<file path="config.mk">
export PLATFORM = sky130hd
export DESIGN_NAME = hio_decoder
export DESIGN_NICKNAME = d
export VERILOG_FILES = /design/src/rtl/hio_pkg.sv /design/src/rtl/hio_addr_decode.sv /design/src/rtl/hio_ctrl_regs.sv /design/src/rtl/hio_read_path.sv /design/src/rtl/hio_decoder.sv
export SDC_FILE = /design/constraint.sdc
export NUM_CORES = 1
export LEC_CHECK = 0
export CAP_MARGIN = 20
export CORE_MARGIN = 1
export CORE_UTILIZATION = 60
export CTS_BUF_LIST = sky130_fd_sc_hd__clkbuf_2 sky130_fd_sc_hd__clkbuf_4 sky130_fd_sc_hd__clkbuf_8
export DETAILED_ROUTE_END_ITERATION = 16
export DONT_BUFFER_PORTS = 1
export HOLD_SLACK_MARGIN = 0.08
export MAX_ROUTING_LAYER = met4
export PLACE_DENSITY = 0.74
export SLEW_MARGIN = 20
export SYNTH_ARGS = -nofsm -noshare
export SYNTH_HDL_FRONTEND = slang
export SYNTH_SLANG_ARGS = --single-unit
</file>
<file path="constraint.sdc">
create_clock -name clk -period 5.8 [get_ports clk]
set_clock_uncertainty 0.15 [all_clocks]
set_input_delay 1.16 -clock clk [delete_from_list [all_inputs] [get_ports clk]]
set_output_delay 1.16 -clock clk [all_outputs]
set_load 0.03 [all_outputs]
</file>
<file path="src/rtl/hio_pkg.sv">
// Shared types for the host I/O region decoder.
// Assumes: one access target is chosen per cycle; TG_NONE must stay code 0.
package hio_pkg;

    typedef enum logic [3:0] {
        TG_NONE  = 4'd0,
        TG_RAM   = 4'd1,
        TG_SND   = 4'd2,
        TG_BANK  = 4'd3,
        TG_VER   = 4'd4,
        TG_PDATA = 4'd5,
        TG_PCTL  = 4'd6,
        TG_BREQ  = 4'd7,
        TG_CRST  = 4'd8
    } hio_tgt_e;

    typedef enum logic [1:0] {
        SP_ADDR1 = 2'd0,
        SP_ADDR2 = 2'd1,
        SP_DATA  = 2'd2
    } snd_port_e;

    typedef struct packed {
        hio_tgt_e  tgt;
        logic      mirror;
        logic      hi_byte;
        snd_port_e port;
    } hio_dec_t;

    localparam logic [7:0] HIO_FILL = 8'hFF;

endpackage

</file>
<file path="src/rtl/hio_addr_decode.sv">
// Address decoder: maps a host offset to one target and a controller index.
// Assumes: ADDR_W >= 17 and bus grant is sampled combinationally in the access cycle.
module hio_addr_decode
    import hio_pkg::*;
#(
    parameter int ADDR_W   = 17,
    parameter int NUM_PADS = 3,
    parameter int PIDX_W   = 2
) (
    input  logic [ADDR_W-1:0] addr,
    input  logic              busack,
    output hio_dec_t          dec,
    output logic [PIDX_W-1:0] pad_sel
);

    localparam logic [6:0] NP_LO = 7'(NUM_PADS);
    localparam logic [6:0] NP_HI = 7'(2 * NUM_PADS);

    logic        in_cop;
    logic [14:0] cop_off;
    logic [12:0] io_off;
    logic [6:0]  idx;

    assign in_cop  = (addr[ADDR_W-1:16] == '0);
    assign cop_off = addr[14:0];
    assign io_off  = addr[12:0];
    assign idx     = io_off[7:1];

    // Pick the target, the read-format flags and the sound port from the offset.
    always_comb begin
        dec     = '{tgt: TG_NONE, mirror: 1'b0, hi_byte: 1'b0, port: SP_ADDR1};
        pad_sel = '0;
        if (in_cop) begin
            dec.mirror  = 1'b1;
            dec.hi_byte = 1'b1;
            if (busack) begin
                if (cop_off < 15'h4000) begin
                    dec.tgt = TG_RAM;
                end else if (cop_off < 15'h6000) begin
                    dec.tgt = TG_SND;
                    if (cop_off[0])      dec.port = SP_DATA;
                    else if (cop_off[1]) dec.port = SP_ADDR2;
                    else                 dec.port = SP_ADDR1;
                end else if (cop_off == 15'h6000) begin
                    dec.tgt = TG_BANK;
                end
            end
        end else if (io_off < 13'h0100) begin
            dec.mirror = 1'b1;
            if (idx == 7'd0) begin
                dec.tgt = TG_VER;
            end else if (idx <= NP_LO) begin
                dec.tgt = TG_PDATA;
                pad_sel = PIDX_W'(idx - 7'd1);
            end else if (idx <= NP_HI) begin
                dec.tgt = TG_PCTL;
                pad_sel = PIDX_W'(idx - NP_LO - 7'd1);
            end
        end else begin
            dec.hi_byte = 1'b1;
            if (io_off == 13'h1100)      dec.tgt = TG_BREQ;
            else if (io_off == 13'h1200) dec.tgt = TG_CRST;
        end
    end

endmodule

</file>
<file path="src/rtl/hio_ctrl_regs.sv">
// Writable state: coprocessor bus request, coprocessor reset, controller control bytes.
// Assumes: wr_en is already qualified by a valid host write; tgt comes from the decoder.
module hio_ctrl_regs
    import hio_pkg::*;
#(
    parameter int NUM_PADS = 3,
    parameter int PIDX_W   = 2
) (
    input  logic                  clk,
    input  logic                  rst_n,
    input  logic                  wr_en,
    input  hio_tgt_e              tgt,
    input  logic [PIDX_W-1:0]     pad_sel,
    input  logic [7:0]            wr_byte,
    output logic                  busreq,
    output logic                  cop_rst,
    output logic [NUM_PADS*8-1:0] ctl_flat
);

    // Bus request follows bit 0 of a write to its register.
    always_ff @(posedge clk) begin
        if (!rst_n)                         busreq <= 1'b0;
        else if (wr_en && tgt == TG_BREQ)   busreq <= wr_byte[0];
    end

    // Reset is held until a write with bit 0 set releases it.
    always_ff @(posedge clk) begin
        if (!rst_n)                         cop_rst <= 1'b1;
        else if (wr_en && tgt == TG_CRST)   cop_rst <= ~wr_byte[0];
    end

    for (genvar g = 0; g < NUM_PADS; g++) begin : g_ctl
        // Control byte of controller g.
        always_ff @(posedge clk) begin
            if (!rst_n)
                ctl_flat[g*8 +: 8] <= 8'h00;
            else if (wr_en && tgt == TG_PCTL && pad_sel == PIDX_W'(g))
                ctl_flat[g*8 +: 8] <= wr_byte;
        end
    end

endmodule

</file>
<file path="src/rtl/hio_read_path.sv">
// Read path: selects the byte for the decoded target and formats it on the 16-bit bus.
// Assumes: external read data is valid in the access cycle; result appears one cycle later.
module hio_read_path
    import hio_pkg::*;
#(
    parameter int         NUM_PADS = 3,
    parameter int         PIDX_W   = 2,
    parameter logic [7:0] VER_BYTE = 8'hA0
) (
    input  logic                  clk,
    input  logic                  rst_n,
    input  logic                  rd_en,
    input  logic                  word,
    input  hio_tgt_e              tgt,
    input  logic                  mirror,
    input  logic [PIDX_W-1:0]     pad_sel,
    input  logic [7:0]            ram_rdata,
    input  logic [7:0]            snd_status,
    input  logic [NUM_PADS*8-1:0] pad_rdata,
    input  logic [NUM_PADS*8-1:0] ctl_flat,
    input  logic                  busack,
    input  logic                  cop_rst,
    output logic [15:0]           rdata,
    output logic                  rvalid
);

    logic [7:0]  rd_byte;
    logic [15:0] rd_word;

    // Byte selected by the decoded target.
    always_comb begin
        unique case (tgt)
            TG_RAM:   rd_byte = ram_rdata;
            TG_SND:   rd_byte = snd_status;
            TG_VER:   rd_byte = VER_BYTE;
            TG_PDATA: rd_byte = pad_rdata[int'(pad_sel)*8 +: 8];
            TG_PCTL:  rd_byte = ctl_flat[int'(pad_sel)*8 +: 8];
            TG_BREQ:  rd_byte = {7'd0, ~busack};
            TG_CRST:  rd_byte = {7'd0, ~cop_rst};
            default:  rd_byte = HIO_FILL;
        endcase
    end

    // Place the byte on the bus by access size and region.
    always_comb begin
        if (!word)       rd_word = {8'h00, rd_byte};
        else if (mirror) rd_word = {rd_byte, rd_byte};
        else             rd_word = {rd_byte, 8'h00};
    end

    // Register the read result and its valid flag.
    always_ff @(posedge clk) begin
        if (!rst_n) begin
            rdata  <= 16'h0000;
            rvalid <= 1'b0;
        end else begin
            rvalid <= rd_en;
            if (rd_en) rdata <= rd_word;
        end
    end

endmodule

</file>
<file path="src/rtl/hio_decoder.sv">
// Top: host byte/word access decoder for the coprocessor area and the system I/O area.
// Assumes: one access per hst_valid cycle; strobes are combinational in that cycle.
module hio_decoder
    import hio_pkg::*;
#(
    parameter int         ADDR_W   = 17,
    parameter int         NUM_PADS = 3,
    parameter int         RAM_AW   = 13,
    parameter logic [1:0] REGION   = 2'b10,
    parameter logic       NO_DISK  = 1'b1
) (
    input  logic                  clk,
    input  logic                  rst_n,
    input  logic                  hst_valid,
    input  logic                  hst_write,
    input  logic                  hst_word,
    input  logic [ADDR_W-1:0]     hst_addr,
    input  logic [15:0]           hst_wdata,
    output logic [15:0]           hst_rdata,
    output logic                  hst_rvalid,
    input  logic                  cop_busack,
    output logic                  cop_busreq,
    output logic                  cop_reset,
    output logic                  ram_re,
    output logic                  ram_we,
    output logic [RAM_AW-1:0]     ram_addr,
    input  logic [7:0]            ram_rdata,
    output logic                  snd_re,
    output logic                  snd_we,
    output logic [1:0]            snd_port,
    input  logic [7:0]            snd_status,
    output logic                  bank_we,
    output logic [NUM_PADS-1:0]   pad_re,
    output logic [NUM_PADS-1:0]   pad_we,
    input  logic [NUM_PADS*8-1:0] pad_rdata,
    output logic [NUM_PADS*8-1:0] pad_ctl,
    output logic [7:0]            wr_byte
);

    localparam int         PIDX_W   = (NUM_PADS > 1) ? $clog2(NUM_PADS) : 1;
    localparam logic [7:0] VER_BYTE = {REGION, NO_DISK, 5'b00000};

    hio_dec_t          dec;
    logic [PIDX_W-1:0] pad_sel;
    logic              wr_en;
    logic              rd_en;

    assign wr_en    = hst_valid &  hst_write;
    assign rd_en    = hst_valid & ~hst_write;
    assign wr_byte  = (hst_word && dec.hi_byte) ? hst_wdata[15:8] : hst_wdata[7:0];
    assign ram_addr = hst_addr[RAM_AW-1:0];
    assign snd_port = dec.port;
    assign ram_re   = rd_en && dec.tgt == TG_RAM;
    assign ram_we   = wr_en && dec.tgt == TG_RAM;
    assign snd_re   = rd_en && dec.tgt == TG_SND;
    assign snd_we   = wr_en && dec.tgt == TG_SND;
    assign bank_we  = wr_en && dec.tgt == TG_BANK;

    for (genvar g = 0; g < NUM_PADS; g++) begin : g_pad
        assign pad_re[g] = rd_en && dec.tgt == TG_PDATA && pad_sel == PIDX_W'(g);
        assign pad_we[g] = wr_en && dec.tgt == TG_PDATA && pad_sel == PIDX_W'(g);
    end

    hio_addr_decode #(
        .ADDR_W  (ADDR_W),
        .NUM_PADS(NUM_PADS),
        .PIDX_W  (PIDX_W)
    ) u_dec (
        .addr   (hst_addr),
        .busack (cop_busack),
        .dec    (dec),
        .pad_sel(pad_sel)
    );

    hio_ctrl_regs #(
        .NUM_PADS(NUM_PADS),
        .PIDX_W  (PIDX_W)
    ) u_regs (
        .clk     (clk),
        .rst_n   (rst_n),
        .wr_en   (wr_en),
        .tgt     (dec.tgt),
        .pad_sel (pad_sel),
        .wr_byte (wr_byte),
        .busreq  (cop_busreq),
        .cop_rst (cop_reset),
        .ctl_flat(pad_ctl)
    );

    hio_read_path #(
        .NUM_PADS(NUM_PADS),
        .PIDX_W  (PIDX_W),
        .VER_BYTE(VER_BYTE)
    ) u_rd (
        .clk       (clk),
        .rst_n     (rst_n),
        .rd_en     (rd_en),
        .word      (hst_word),
        .tgt       (dec.tgt),
        .mirror    (dec.mirror),
        .pad_sel   (pad_sel),
        .ram_rdata (ram_rdata),
        .snd_status(snd_status),
        .pad_rdata (pad_rdata),
        .ctl_flat  (pad_ctl),
        .busack    (cop_busack),
        .cop_rst   (cop_reset),
        .rdata     (hst_rdata),
        .rvalid    (hst_rvalid)
    );

endmodule

</file>
; Word level (Yosys, flattened, before mapping)
; Index checks and enable logic that the tools add are counted.
[totals]
latchBits = 0
in_bits = 79
ramBits = 0
romBits = 0
output_inout_bits = 77
n_memories = 0
regBits = 43
[classes]
eq_ne = 13
reduce_logical = 22
muxes = 28
order_cmp = 5
bitwise = 6
n_addsub = 3
mul = 0
div = 0
n_shift = 2
[ops]
columns = op, count
row1 = $pmux 8 s7, 1
row2 = $shiftx 24x6->8, 2
row3 = $lt 15x15->1 const B, 2
row4 = $mux 4, 7
row5 = $eq 13x13->1 const B, 2
row6 = $mux 2, 12
row7 = $logic_and 1x1->1, 20
row8 = $eq 4x3->1 const B, 4
row9 = $mux 16, 1
row10 = $mux 8, 2
row11 = $eq 15x15->1 const B, 1
row12 = $lt 13x9->1 const B, 1
row13 = $eq 4x2->1 const B, 2
row14 = $le 7x2->1 const B, 1
row15 = $le 7x3->1 const B, 1
row16 = $logic_not 7->1, 1
row17 = $mux 6, 1
row18 = $eq 4x1->1 const B, 1
row19 = $eq 4x4->1 const B, 1
row20 = $not 1->1, 4
row21 = $sub 2x1->2 const B, 2
row22 = $mux 1, 3
row23 = $mux 3, 1
row24 = $and 1x1->1, 2
row25 = other kinds (4), 4

; Longest topological paths before layout
[depth]
depth_word = 11
depth_mapped = 12

; Modules after synthesis
; From an unflattened synthesis, not the netlist that was laid out.
[unflattened]
cells_unflattened = 323
hier_area_um2 = 2877.8
[modules_own_cells]
columns = module, cells_each, area_each_um2, instances
row1 = hio_read_path, 133, 1212.4, 1
row2 = hio_ctrl_regs, 101, 1046.0, 1
row3 = hio_decoder, 43, 316.6, 1
row4 = hio_addr_decode, 46, 302.8, 1

; Worst setup path before layout
; Ideal clock, no wire load.
[synth_timing]
path_type = input port to output port
start = input hst_addr[1]
end = output pad_re[1]
path_buffers = 1
path_stages = 8
required_ps = 4490
slack_ps = 1343
arrival_ps = 3147
cell_sequence = clkbuf_1 or4_4 nor4_1 o21ai_0 o21ai_1 and3_1 nand2_1 nor2_1
[synth_between]
elab_chain_cells = 9
[synth_rtl]
columns = item, line
row1 = "start, declared", hio_decoder.sv:17  ; input logic [ADDR_W-1:0] hst_addr,
row2 = "parallel branches: the longest is 8 deep, another holds $lt 15x15->1", --
row3 = $logic_and 1x1->1 *, hio_decoder.sv:60  ; assign pad_re[g] = rd_en && dec.tgt == TG_PDATA && pad_sel == PIDX_W'(g);
row4 = "end, declared", hio_decoder.sv:33  ; output logic [NUM_PADS-1:0] pad_re,
; Every way passes the cells marked *.

; Final worst setup path
[layout_timing]
start = input hst_addr[4]
end = output pad_re[2]
[layout_between]
elab_chain_cells = 9
[layout_rtl]
columns = item, line
row1 = "parallel branches: the longest is 8 deep, another holds $lt 15x15->1", --
row2 = $logic_and 1x1->1 *, hio_decoder.sv:60
; Marks and branches as above.

==> reports/results.txt <==
status: finished, final reports clean
RSZ-0062 raised after global routing: no
core area: 5110 um2
CTS sink cnt: 43
proportion of synthesized area in mux cells: 14.5%
largest area contributor in the netlist: dfxtp_1
fillers: 479
pin count of the biggest net entering global routing: 46
initial DRC count: 175
die width: 74.8 um
Via density: 6.62
Die H: 74.8 um
Syn-to-layout area delta: 1.18%
# diodes: 0
peak supply drop: 0.000142 V
Synth Area in XOR/XNOR: 0.275%
adder-cell share of the synthesized area: 1.18%
Yosys warning total: 0
# resized after CTS: 0
total CTS buffers: 5
CTS max path bufs: 2
top-area cell type share of the netlist area: 27.1%
fmax: 0.210 GHz
number of global-route vias before repair: 2563
global-route wire length before repair: 12700 um
GRT Util Overall: 30.9%
# H-tree levels: 2
gr ovfl total: 0
Synth async-reset ratio: 0%
CTS root buffer: clkbuf_8
Mean Syn Cell Area: 8.20 um2
initial antenna violation count: 0
Synth Instances: 388
drt first pass iters: 4
Cell Pwr Density: 184 nW/um2
max-cap viol count: 0
final hold vios: 0
sequential fraction of the synthesis area: 27.1%
mapped cell area: 3180 um2
Compound-Gate Fraction of Synth Area: 21.5%
die area: 5600 um2
dominant combinational cell family by area after synthesis: simple AND/OR/NAND/NOR gates
Critical Path RT: 4.49 ns
synthesized flop and latch total: 43
Storage cell area: 861 um2
kind of critical path: input port to output pin
Routed Antenna Nets: 0
WL final: 8710 um
Initial Util: 62.3%
LEAKAGE: 1.02 nW
total I/O pin count: 156
critical path endpoint category: output pin
crit path max fanout: 5
FP Rows: 26
minimum clock period: 4.75 ns
startpoint type of the worst setup path: input port
Synth top cells by count: 43 x dfxtp_1, 41 x nor2_1, 37 x mux2i_1, 26 x nor2b_1, 18 x o21ai_0
EDFF count, synth: 0
Multi-input gate area: 2120 um2
Reg2Reg Depth: 4
hpwl dp: 6400 um
Clk Latency, worst-skew pair: 0.30 ns
CTS tree: built
drt drc: 0
Final setup viols: 0
Simple-Gate Fraction of Synth Area: 28.8%
Worst Max-Slew Pin Slew: 0.893 ns
final period utilization: 82.0%
vias: 2892
WL/cell: 19.9 um
net count after synthesis: 470
most numerous cell in the Yosys netlist: dfxtp_1
hold-fix buffer count after cts: 0
Nets: 448
largest cells by area after synthesis: dfxtp_1 27%, mux2i_1 12%, nor2b_1 5.1%, nor2_1 4.8%, buf_4 3.3%
WHS: 0.498 ns
final slew viol count: 0
unique cell type count in the Yosys netlist: 57
setup TNS: 0 ns
worst min-delay path category: flip-flop to flip-flop
Max-slew headroom: 40.0%
gpl congestion: 0.941
layout cell share with drive strength beyond 1: 9.54%
WP data arrival: 3.44 ns
clock transition at the registers of the reported paths: 0.08 ns
Post-CTS Setup Repair Bufs: 0
top_reg_cell synth: dfxtp_1
Port Buffers: 0
Hold Path Depth: 2
## worst max-delay path, cell delays in order
cell and delay [ns]:
or4_4 0.56, nor4_1 0.52, o21ai_0 0.14, o21ai_1 0.24, and3_1 0.26, nand2_1 0.09
nor2_1 0.47
## through the flow
step | setup WS [ns] | util, % | power (mW) | std cells | instance area, um2
finish | 1.05 | 63.0 | 0.591 | 437 | 3220
global route | 0.932 | 63.0 | 0.611 | 437 | 3220
CTS | 1.07 | 63.0 | 0.594 | 437 | 3220
detailed placement | 1.09 | 61.3 | 0.401 | 429 | 3130
global placement | 1.07 | 61.1 | 0.399 | 429 | 3120
floorplan | 1.34 | - | 0.410 | 388 | 3180
## cell families (layout without fill, tap and decap cells)
group	Yosys count	count (layout)
muxes	45	45
buffers and inverters	40	19
adders and majority gates	3	3
xor gates and xnor gates	1	1
and+or+nand+nor	159	159
DFF	43	43
AOI/OAI and AO/OA	97	97
## report_power, final
part | internal, mW | leakage [nW] | switching (mW) | total [mW]
Combinational | 0.0284 | 0.619 | 0.0495 | 0.0779
Clock | 0.0940 | 0.0491 | 0.103 | 0.197
Sequential | 0.301 | 0.348 | 0.0158 | 0.317
Total | 0.424 | 1.02 | 0.168 | 0.591
## area by class of cell
| type | count | area share, % |
|---|---|---|
| inverters | 7 | 0.816 |
| well taps | 70 | 2.72 |
| flip-flops and latches | 43 | 26.7 |
| clock inverters | 1 | 0.156 |
| repair buffers | 4 | 0.933 |
| multi-input cells | 305 | 66.0 |
| clock buffers | 7 | 2.60 |
## routing by layer
layer	wire, um	vias up	global-route usage, %
met5	0	-	-
met4	110	0	9.22
met3	749	11	7.63
met2	4150	135	49.3
met1	3700	1362	38.6
li1	-	1384	-
## sequential cells by signal (all words and copies together), names as in the netlist
register / flops
u_rd.rvalid: 1
u_regs.ctl_flat: 24
u_rd.rdata: 16
u_regs.busreq: 1
u_regs.cop_rst: 1
## worst paths after layout
path	startpoint	end	slack [ns]
max reg2reg	u_regs.ctl_flat[20]	u_rd.rdata[12]	4.05
min reg2reg	u_rd.rdata[11]	u_rd.rdata[11]	0.50
max	hst_addr[4]	pad_re[2]	1.05
min	u_rd.rdata[11]	u_rd.rdata[11]	0.50
## layout by cell type (no fill, tap or decap), types with 2 or more instances in the layout
master,n
or4_4,2
and3_1,7
o21ai_0,18
o21a_1,2
inv_1,7
o211ai_1,14
o311ai_1,3
a22oi_1,3
nand2b_1,6
dfxtp_1,43
a31oi_1,6
o311ai_0,6
and2_1,12
nor2_1,41
mux2i_1,37
clkbuf_8,5
nand3b_1,4
nor2b_1,26
nand2_1,17
a22o_1,5
a32oi_1,2
ha_1,3
nor3_1,12
nand3_1,9
nor4_1,2
a21oi_1,12
buf_4,4
clkbuf_4,2
nand4_1,7
nor4_4,3
o22ai_1,6
o21ai_1,8
mux2_2,8
Note: power is estimated with default switching activity, not from simulation.
